**config.mk**
```make
export PLATFORM = sky130hd
export DESIGN_NAME = gpio_mux_regs
export DESIGN_NICKNAME = d
export VERILOG_FILES = /design/src/rtl/gpio_mux_pkg.sv /design/src/rtl/gpio_mode_bank.sv /design/src/rtl/gpio_out_latch.sv /design/src/rtl/gpio_in_sync.sv /design/src/rtl/gpio_mux_regs.sv
export SDC_FILE = /design/constraint.sdc
export NUM_CORES = 1
export LEC_CHECK = 0
export BUFFER_PORTS_ARGS = -buffer_cell sky130_fd_sc_hd__buf_4
export CAP_MARGIN = 5
export CORE_MARGIN = 2
export CORE_UTILIZATION = 40
export CTS_CLUSTER_DIAMETER = 50
export CTS_CLUSTER_SIZE = 16
export DETAILED_ROUTE_END_ITERATION = 7
export SYNTH_ARGS = -nofsm -noshare
export SYNTH_HDL_FRONTEND = slang
export SYNTH_SLANG_ARGS = --single-unit
```
**constraint.sdc**
```tcl
create_clock -name clk -period 1.69 [get_ports clk]
set_input_delay 0.0845 -clock clk [delete_from_list [all_inputs] [get_ports clk]]
set_output_delay 0.0845 -clock clk [all_outputs]
set_load 0.01 [all_outputs]
```
**src/rtl/gpio_mux_pkg.sv**
```systemverilog
package gpio_mux_pkg;

   localparam int MODE_W = 3;

   typedef enum logic [MODE_W-1:0] {
      PM_INPUT  = 3'd0,
      PM_OUTPUT = 3'd1,
      PM_ALT5   = 3'd2,
      PM_ALT4   = 3'd3,
      PM_ALT0   = 3'd4,
      PM_ALT1   = 3'd5,
      PM_ALT2   = 3'd6,
      PM_ALT3   = 3'd7
   } pin_mode_e;

   // Owner is an alternate peripheral for every code except input and output.
   function automatic logic mode_is_alt(input logic [MODE_W-1:0] code);
      return (code != PM_INPUT) && (code != PM_OUTPUT);
   endfunction

   // Maps the scrambled code to the peripheral index seen by the pin mux.
   function automatic logic [MODE_W-1:0] mode_alt_index(input logic [MODE_W-1:0] code);
      logic [MODE_W-1:0] idx;
      case (pin_mode_e'(code))
         PM_ALT0: idx = 3'd0;
         PM_ALT1: idx = 3'd1;
         PM_ALT2: idx = 3'd2;
         PM_ALT3: idx = 3'd3;
         PM_ALT4: idx = 3'd4;
         PM_ALT5: idx = 3'd5;
         default: idx = 3'd0;
      endcase
      return idx;
   endfunction

endpackage

```
**src/rtl/gpio_mode_bank.sv**
```systemverilog
module gpio_mode_bank
   import gpio_mux_pkg::*;
#(
   parameter int NUM_PINS      = 54,
   parameter int PINS_PER_WORD = 10,
   parameter int DATA_W        = 32,
   parameter int WORDS         = (NUM_PINS + PINS_PER_WORD - 1) / PINS_PER_WORD,
   parameter int FIELD_BITS    = PINS_PER_WORD * MODE_W
) (
   input  logic                         clk,
   input  logic                         rst_n,
   input  logic                         wr_en,
   input  logic [31:0]                  sel,
   input  logic [FIELD_BITS-1:0]        wr_fields,
   output logic [DATA_W-1:0]            rd_word,
   output logic [NUM_PINS-1:0]          pin_oe,
   output logic [NUM_PINS-1:0]          pin_alt_en,
   output logic [NUM_PINS*MODE_W-1:0]   pin_alt_idx
);

   logic [MODE_W-1:0]     mode_q [NUM_PINS];
   logic [FIELD_BITS-1:0] img    [WORDS];
   logic [FIELD_BITS-1:0] sel_img;

   always_ff @(posedge clk or negedge rst_n) begin
      if (!rst_n) begin
         for (int p = 0; p < NUM_PINS; p++) mode_q[p] <= PM_INPUT;
      end else if (wr_en) begin
         for (int p = 0; p < NUM_PINS; p++) begin
            if (sel == 32'(p / PINS_PER_WORD))
               mode_q[p] <= wr_fields[(p % PINS_PER_WORD)*MODE_W +: MODE_W];
         end
      end
   end

   // Slots past the last pin stay zero in the read image.
   always_comb begin
      for (int w = 0; w < WORDS; w++) img[w] = '0;
      for (int p = 0; p < NUM_PINS; p++)
         img[p / PINS_PER_WORD][(p % PINS_PER_WORD)*MODE_W +: MODE_W] = mode_q[p];
   end

   always_comb begin
      sel_img = '0;
      for (int w = 0; w < WORDS; w++)
         if (sel == 32'(w)) sel_img = img[w];
   end

   if (DATA_W > FIELD_BITS) begin : g_pad
      assign rd_word = {{(DATA_W-FIELD_BITS){1'b0}}, sel_img};
   end else begin : g_nopad
      assign rd_word = sel_img;
   end

   for (genvar p = 0; p < NUM_PINS; p++) begin : g_dec
      assign pin_oe[p]     = (mode_q[p] == PM_OUTPUT);
      assign pin_alt_en[p] = mode_is_alt(mode_q[p]);
      assign pin_alt_idx[p*MODE_W +: MODE_W] = mode_alt_index(mode_q[p]);
   end

endmodule

```
**src/rtl/gpio_out_latch.sv**
```systemverilog
module gpio_out_latch #(
   parameter int NUM_PINS = 54,
   parameter int DATA_W   = 32
) (
   input  logic                clk,
   input  logic                rst_n,
   input  logic                set_en,
   input  logic                clr_en,
   input  logic [31:0]         bank_sel,
   input  logic [DATA_W-1:0]   wdata,
   output logic [NUM_PINS-1:0] pin_out
);

   logic [NUM_PINS-1:0] set_bit;
   logic [NUM_PINS-1:0] clr_bit;
   logic [NUM_PINS-1:0] out_q;

   for (genvar p = 0; p < NUM_PINS; p++) begin : g_strobe
      localparam logic [31:0] BANK = 32'(p / DATA_W);
      assign set_bit[p] = set_en && (bank_sel == BANK) && wdata[p % DATA_W];
      assign clr_bit[p] = clr_en && (bank_sel == BANK) && wdata[p % DATA_W];
   end

   always_ff @(posedge clk or negedge rst_n) begin
      if (!rst_n) out_q <= '0;
      else        out_q <= (out_q | set_bit) & ~clr_bit;
   end

   assign pin_out = out_q;

endmodule

```
**src/rtl/gpio_in_sync.sv**
```systemverilog
module gpio_in_sync #(
   parameter int NUM_PINS = 54,
   parameter int STAGES   = 2
) (
   input  logic                clk,
   input  logic                rst_n,
   input  logic [NUM_PINS-1:0] raw,
   output logic [NUM_PINS-1:0] synced
);

   logic [NUM_PINS-1:0] stg [STAGES];

   always_ff @(posedge clk or negedge rst_n) begin
      if (!rst_n) begin
         for (int s = 0; s < STAGES; s++) stg[s] <= '0;
      end else begin
         stg[0] <= raw;
         for (int s = 1; s < STAGES; s++) stg[s] <= stg[s-1];
      end
   end

   assign synced = stg[STAGES-1];

endmodule

```
**src/rtl/gpio_mux_regs.sv**
```systemverilog
module gpio_mux_regs
   import gpio_mux_pkg::*;
#(
   parameter int NUM_PINS      = 54,
   parameter int PINS_PER_WORD = 10,
   parameter int DATA_W        = 32,
   parameter int WADDR_W       = 6,
   parameter int MODE_OFS      = 'h00,
   parameter int SET_OFS       = 'h1C,
   parameter int CLR_OFS       = 'h28,
   parameter int LEV_OFS       = 'h34,
   parameter int SYNC_STAGES   = 2
) (
   input  logic                       clk,
   input  logic                       rst_n,
   input  logic                       bus_wr,
   input  logic                       bus_rd,
   input  logic [WADDR_W-1:0]         bus_word_addr,
   input  logic [DATA_W-1:0]          bus_wdata,
   output logic [DATA_W-1:0]          bus_rdata,
   input  logic [NUM_PINS-1:0]        pin_in,
   output logic [NUM_PINS-1:0]        pin_out,
   output logic [NUM_PINS-1:0]        pin_oe,
   output logic [NUM_PINS-1:0]        pin_alt_en,
   output logic [NUM_PINS*MODE_W-1:0] pin_alt_idx
);

   localparam int MODE_WORDS = (NUM_PINS + PINS_PER_WORD - 1) / PINS_PER_WORD;
   localparam int BANKS      = (NUM_PINS + DATA_W - 1) / DATA_W;
   localparam int FIELD_BITS = PINS_PER_WORD * MODE_W;
   localparam int MODE_WA    = MODE_OFS / 4;
   localparam int SET_WA     = SET_OFS / 4;
   localparam int CLR_WA     = CLR_OFS / 4;
   localparam int LEV_WA     = LEV_OFS / 4;

   // Elaboration checks on the parameter set
   if (FIELD_BITS > DATA_W) begin : g_bad_pack
      $error("mode fields of one word exceed the data width");
   end
   if (SYNC_STAGES < 2) begin : g_bad_sync
      $error("synchroniser needs at least two stages");
   end
   if ((MODE_OFS % 4) != 0 || (SET_OFS % 4) != 0 || (CLR_OFS % 4) != 0 || (LEV_OFS % 4) != 0)
   begin : g_bad_align
      $error("register offsets must be word aligned");
   end
   if (MODE_WA + MODE_WORDS > SET_WA || SET_WA + BANKS > CLR_WA || CLR_WA + BANKS > LEV_WA)
   begin : g_bad_map
      $error("register ranges overlap or are out of order");
   end
   if (LEV_WA + BANKS > (1 << WADDR_W)) begin : g_bad_addr
      $error("word address too narrow for the register map");
   end

   logic [31:0] widx, mode_rel, set_rel, clr_rel, lev_rel;
   logic        mode_hit, set_hit, clr_hit, lev_hit;
   logic [DATA_W-1:0] mode_rd, lev_rd;
   logic [NUM_PINS-1:0] pin_sync;

   assign widx     = 32'(bus_word_addr);
   assign mode_rel = widx - MODE_WA;
   assign set_rel  = widx - SET_WA;
   assign clr_rel  = widx - CLR_WA;
   assign lev_rel  = widx - LEV_WA;
   assign mode_hit = mode_rel < MODE_WORDS;
   assign set_hit  = set_rel  < BANKS;
   assign clr_hit  = clr_rel  < BANKS;
   assign lev_hit  = lev_rel  < BANKS;

   gpio_mode_bank #(
      .NUM_PINS(NUM_PINS), .PINS_PER_WORD(PINS_PER_WORD), .DATA_W(DATA_W),
      .WORDS(MODE_WORDS), .FIELD_BITS(FIELD_BITS)
   ) u_modes (
      .clk(clk), .rst_n(rst_n),
      .wr_en(bus_wr && mode_hit), .sel(mode_rel),
      .wr_fields(bus_wdata[FIELD_BITS-1:0]),
      .rd_word(mode_rd),
      .pin_oe(pin_oe), .pin_alt_en(pin_alt_en), .pin_alt_idx(pin_alt_idx)
   );

   gpio_out_latch #(.NUM_PINS(NUM_PINS), .DATA_W(DATA_W)) u_latch (
      .clk(clk), .rst_n(rst_n),
      .set_en(bus_wr && set_hit), .clr_en(bus_wr && clr_hit),
      .bank_sel(set_hit ? set_rel : clr_rel),
      .wdata(bus_wdata), .pin_out(pin_out)
   );

   gpio_in_sync #(.NUM_PINS(NUM_PINS), .STAGES(SYNC_STAGES)) u_sync (
      .clk(clk), .rst_n(rst_n), .raw(pin_in), .synced(pin_sync)
   );

   // Level read: bank words, bits past the last pin are zero.
   always_comb begin
      lev_rd = '0;
      for (int b = 0; b < BANKS; b++) begin
         for (int i = 0; i < DATA_W; i++) begin
            if (b*DATA_W + i < NUM_PINS && lev_rel == 32'(b))
               lev_rd[i] = pin_sync[b*DATA_W + i];
         end
      end
   end

   always_ff @(posedge clk or negedge rst_n) begin
      if (!rst_n)
         bus_rdata <= '0;
      else if (bus_rd) begin
         if (mode_hit)     bus_rdata <= mode_rd;
         else if (lev_hit) bus_rdata <= lev_rd;
         else              bus_rdata <= '0;
      end
   end

endmodule

```
==> run summary <==
The number of synthesis warnings is 0. Number of antenna violations at the first check in global routing: 0. The mean cell area of the mapped netlist was 11.43 µm².

Measured along the x axis, the die boundary spans 204.6 µm. The floorplan step defined a core boundary enclosing 39730 µm². The die area is 41850 µm². The number of setup violations in the final report is 0. Of the post-synthesis cell area, the dominant cell type holds 55.37%. Of all cell types, the one taking the most synthesized area is sky130_fd_sc_hd__dfrtp_1. After floorplanning, the core was divided into 73 placement rows. At the pin with the least slew margin, the transition time is 0.5291 ns.

Summed over all cells, the static leakage comes to 11.57 nW. In the detailed route, the total length drawn on met2 is 28230 µm. The cell count after synthesis came out at 1408. Summed over all failing endpoints, the final setup total negative slack is 0 ns. Counting the fill cells in the layout gives 3399. The tools report the kind of end point of the critical path as a flip-flop. Total power for the finished layout comes to 22.25 mW. 452 I/O pins were placed. The finished layout holds 2563 standard cells, fillers aside.

The run gives 2395 as the number of instances in the placed design. Footprint of the multi-input gates: 6645 µm². TritonCTS built the clock tree. Signal routing reaches up to met4. HPWL after detailed placement: 42160 µm. For this run the aggregate overflow at the end of global routing stands at 0.

The critical path is of the primary input to flip-flop type. Clock latency on the worst-skew pair, taken at its later pin, is 0.54 ns. The longest clock path from root to sink contains 3 buffers. The relative slew slack is 64.28%. For this run, the share of the core covered by cells in the final layout is 59.10%. After clock tree synthesis, the clock-pin slew on the worst setup and hold paths is 0.06 ns.

The maximum fanout encountered on the critical timing path was 6. The most used flip-flop cell after synthesis is sky130_fd_sc_hd__dfrtp_1. Clock skew on the completed layout was measured at 0.01309 ns.

Setup repair after global routing could not meet its margin everywhere. The global placement routability congestion came out at 0.8717. The post-route fraction of the period consumed by the critical path is 99.32%.

The run gives 13570 as the total number of vias. In this run the number of H-tree levels came out at 2. Area growth from synthesis to layout: 45.93%. The element type at the critical path start was a primary input. The tools report the net count of the mapped netlist as 1512. The classification of the worst-slack hold path was primary input to flip-flop. The logs give 40.50% for the initial core utilization and 83500 µm for the first-pass GRT wire length.

After detailed routing, the number of remaining DRC violations is 0. In this run the remaining antenna-violating nets after routing total 0. The run gives 0.01147 ns as the final setup slack of the worst path. The tool flagged a number of max-cap violations equal to 0. After detailed routing, the number of vias per cell comes to 5.294. For the number of endpoints with negative hold slack in the final report, the log shows 0. The run gives 3222 µm as the met3 wire length. The total CTS buffers came out at 35. Yosys attributes the largest share of cell area to sky130_fd_sc_hd__dfrtp_1, sky130_fd_sc_hd__mux2_2, sky130_fd_sc_hd__a21oi_1. Counting distinct cell types in the post-synthesis netlist gives 56. Timing would allow up to 595.8 MHz.

Minimum clock period after layout: 1.679 ns. For this run, the post-layout net count is 2118. Registers take 8949 µm². Global-route usage over all layers: 26.56%. The number of DRC markers after the initial detailed-route iteration is 877, and the chip height is 204.6 µm. For this block, wires on met1 add up to 23900 µm. The synthesized flop and latch total was 356; the wire length per cell after detailed routing was 22.24 µm. The via count of the first global-routing pass is 13580, and the routed wire length is 57010 µm. The run gives 356 as the number of sinks driven by the clock tree. Port buffering added 451 buffers. The required time of the critical path was 2.10 ns; the pre-CTS setup slack was -0.5284 ns.

After synthesis the cells add up to 16090 µm². The proportion of layout cells with a drive suffix above 1 works out to 49.02%. Data arrives at the worst endpoint at 2.09 ns.

The post-synthesis async set-or-reset flop share works out to 100.0%. Sequential elements use 55.37% of the synthesized area. The run finished with clean final reports.

The repair_antennas step left the layout with diodes totalling 0. The synthesized design contains 0 enable-type register cells. The ratio of total power to cell area was 947.6 nW/µm².

Across the VDD grid, the largest voltage drop is 0.7957 mV. The count of TritonRoute iterations in the first routing pass was 5. Entering global routing, the biggest net connects 86 pins. Max-slew violation count: 0.

The tools report the root cell of the clock tree as sky130_fd_sc_hd__clkbuf_16.
[registers in the layout, indices dropped and copies added, names as in the netlist]
| register | cells |
|---|---|
| u_sync.synced | 54 |
| u_sync.stg | 54 |
| u_modes.img | 162 |
| bus_rdata | 32 |
| u_latch.pin_out | 54 |
[final timing paths]
check / cells past startpoint / from / end / slack [ns]
setup / recovery: 10 / bus_word_addr[0] / u_latch.pin_out[43]$_DFF_PN0_ / 0.01
hold / removal: 3 / bus_rd / bus_rdata[28]$_DFFE_PN0P_ / 0.15
setup reg to reg: 4 / u_modes.img[160]$_DFFE_PN0P_ / bus_rdata[10]$_DFFE_PN0P_ / 0.06
hold reg to reg: 0 / u_sync.stg[78]$_DFF_PN0_ / u_sync.synced[24]$_DFF_PN0_ / 0.35
max in group asynchronous: 3 / rst_n / u_modes.img[128]$_DFFE_PN0P_ / 0.86
min in group asynchronous: 3 / rst_n / u_modes.img[157]$_DFFE_PN0P_ / 0.18
[power by group]
group          switching [mW]  internal (mW)  total [mW]
registers               0.656           9.23        9.88
clock network            3.42           4.43        7.85
logic                    2.18           2.34        4.52
[cells by family after synthesis]
| kind of cell | after synthesis | share of synthesized area [%] |
|---|---|---|
| flip-flops | 356 | 55.37 |
| adder cells (fa/ha/maj) | 8 | 0.6221 |
| XOR/XNOR | 3 | 0.1633 |
| multiplexers | 215 | 15.05 |
| AO/OA/AOI/OAI | 322 | 13.23 |
| buffers and inverters | 180 | 4.658 |
| AND/OR/NAND/NOR | 324 | 10.91 |
[synthesized netlist by cell type (3+ instances only)]
library cell / instances
sky130_fd_sc_hd__and3_1: 3
sky130_fd_sc_hd__dfrtp_1: 356
sky130_fd_sc_hd__inv_1: 79
sky130_fd_sc_hd__o21ai_0: 20
sky130_fd_sc_hd__a21oi_2: 6
sky130_fd_sc_hd__a21o_1: 7
sky130_fd_sc_hd__nor3_1: 14
sky130_fd_sc_hd__buf_1: 6
sky130_fd_sc_hd__a22oi_1: 10
sky130_fd_sc_hd__a221oi_1: 17
sky130_fd_sc_hd__nand3_1: 5
sky130_fd_sc_hd__nor2_1: 82
sky130_fd_sc_hd__clkbuf_1: 63
sky130_fd_sc_hd__or2_2: 54
sky130_fd_sc_hd__and2_1: 56
sky130_fd_sc_hd__o32ai_1: 10
sky130_fd_sc_hd__buf_6: 5
sky130_fd_sc_hd__o221ai_1: 24
sky130_fd_sc_hd__o21a_1: 3
sky130_fd_sc_hd__mux2_2: 215
sky130_fd_sc_hd__a21oi_1: 155
sky130_fd_sc_hd__nand2_1: 34
sky130_fd_sc_hd__ha_1: 8
sky130_fd_sc_hd__a211o_1: 9
sky130_fd_sc_hd__nor2b_1: 57
sky130_fd_sc_hd__o211ai_1: 15
sky130_fd_sc_hd__a221o_1: 12
sky130_fd_sc_hd__o311a_1: 7
sky130_fd_sc_hd__o22ai_1: 12
sky130_fd_sc_hd__buf_2: 26
sky130_fd_sc_hd__o2bb2ai_1: 4
sky130_fd_sc_hd__a211oi_1: 4
[what timing repair did]
item	4_1_cts	5_1_grt
pin swaps	0	8
setup endpoints to repair	14	92
hold buffers	88	0
hold endpoints to repair	626	0
resized for setup	22	66
gates cloned	0	3
setup buffers	4	13
[through the flow]
stage | hold slack [ns] | instance area [µm²]
2_1_floorplan | -0.2111 | 16120
3_3_place_gp | -0.08865 | 21050
3_5_place_dp | -0.08753 | 21050
4_1_cts | 0.1362 | 23160
5_1_grt | 0.1508 | 23480
6_report | 0.1451 | 23480
[cell usage in the layout (no fill, tap or decap), types with 15 or more instances in the layout]
cell type and instances:
sky130_fd_sc_hd__buf_12 37, sky130_fd_sc_hd__nor2b_1 51, sky130_fd_sc_hd__dlygate4sd3_1 88, sky130_fd_sc_hd__buf_4 537, sky130_fd_sc_hd__clkbuf_16 37, sky130_fd_sc_hd__dfrtp_1 324
sky130_fd_sc_hd__mux2_2 213, sky130_fd_sc_hd__inv_1 69, sky130_fd_sc_hd__or2_2 49, sky130_fd_sc_hd__o221ai_1 24, sky130_fd_sc_hd__nand2_1 34, sky130_fd_sc_hd__o211ai_1 15
sky130_fd_sc_hd__dfrtp_2 32, sky130_fd_sc_hd__and2_1 56, sky130_fd_sc_hd__a221oi_1 17, sky130_fd_sc_hd__nor2_1 73, sky130_fd_sc_hd__a21oi_2 15, sky130_fd_sc_hd__o21ai_0 20
sky130_fd_sc_hd__a21oi_1 146
[per-layer routing]
| layer | up-vias | GRT usage [%] |
|---|---|---|
| met5 | - | 0 |
| li1 | 6157 | - |
| met1 | 6830 | 34.91 |
| met2 | 499 | 45.21 |
| met3 | 83 | 4.009 |
| met4 | 0 | 8.359 |
[worst max-delay path, stage by stage]
cell                        delay (ns)
sky130_fd_sc_hd__buf_8            0.10
sky130_fd_sc_hd__buf_8            0.12
sky130_fd_sc_hd__ha_4             0.15
sky130_fd_sc_hd__or4_4            0.50
sky130_fd_sc_hd__o32a_4           0.21
sky130_fd_sc_hd__or2_4            0.27
sky130_fd_sc_hd__a211oi_4         0.27
sky130_fd_sc_hd__buf_12           0.16
sky130_fd_sc_hd__clkbuf_16        0.16
sky130_fd_sc_hd__a21oi_2          0.05
[area by class of cell]
cell class | instances | share of cell area, %
Sequential cell | 356 | 38.11
Multi-Input combinational cell | 872 | 28.30
Timing Repair Buffer | 670 | 24.62
Clock buffer | 41 | 3.911
Tap cell | 525 | 2.798
Inverter | 79 | 1.295
Clock inverter | 20 | 0.9592
Power figures use the tool's default switching activity.
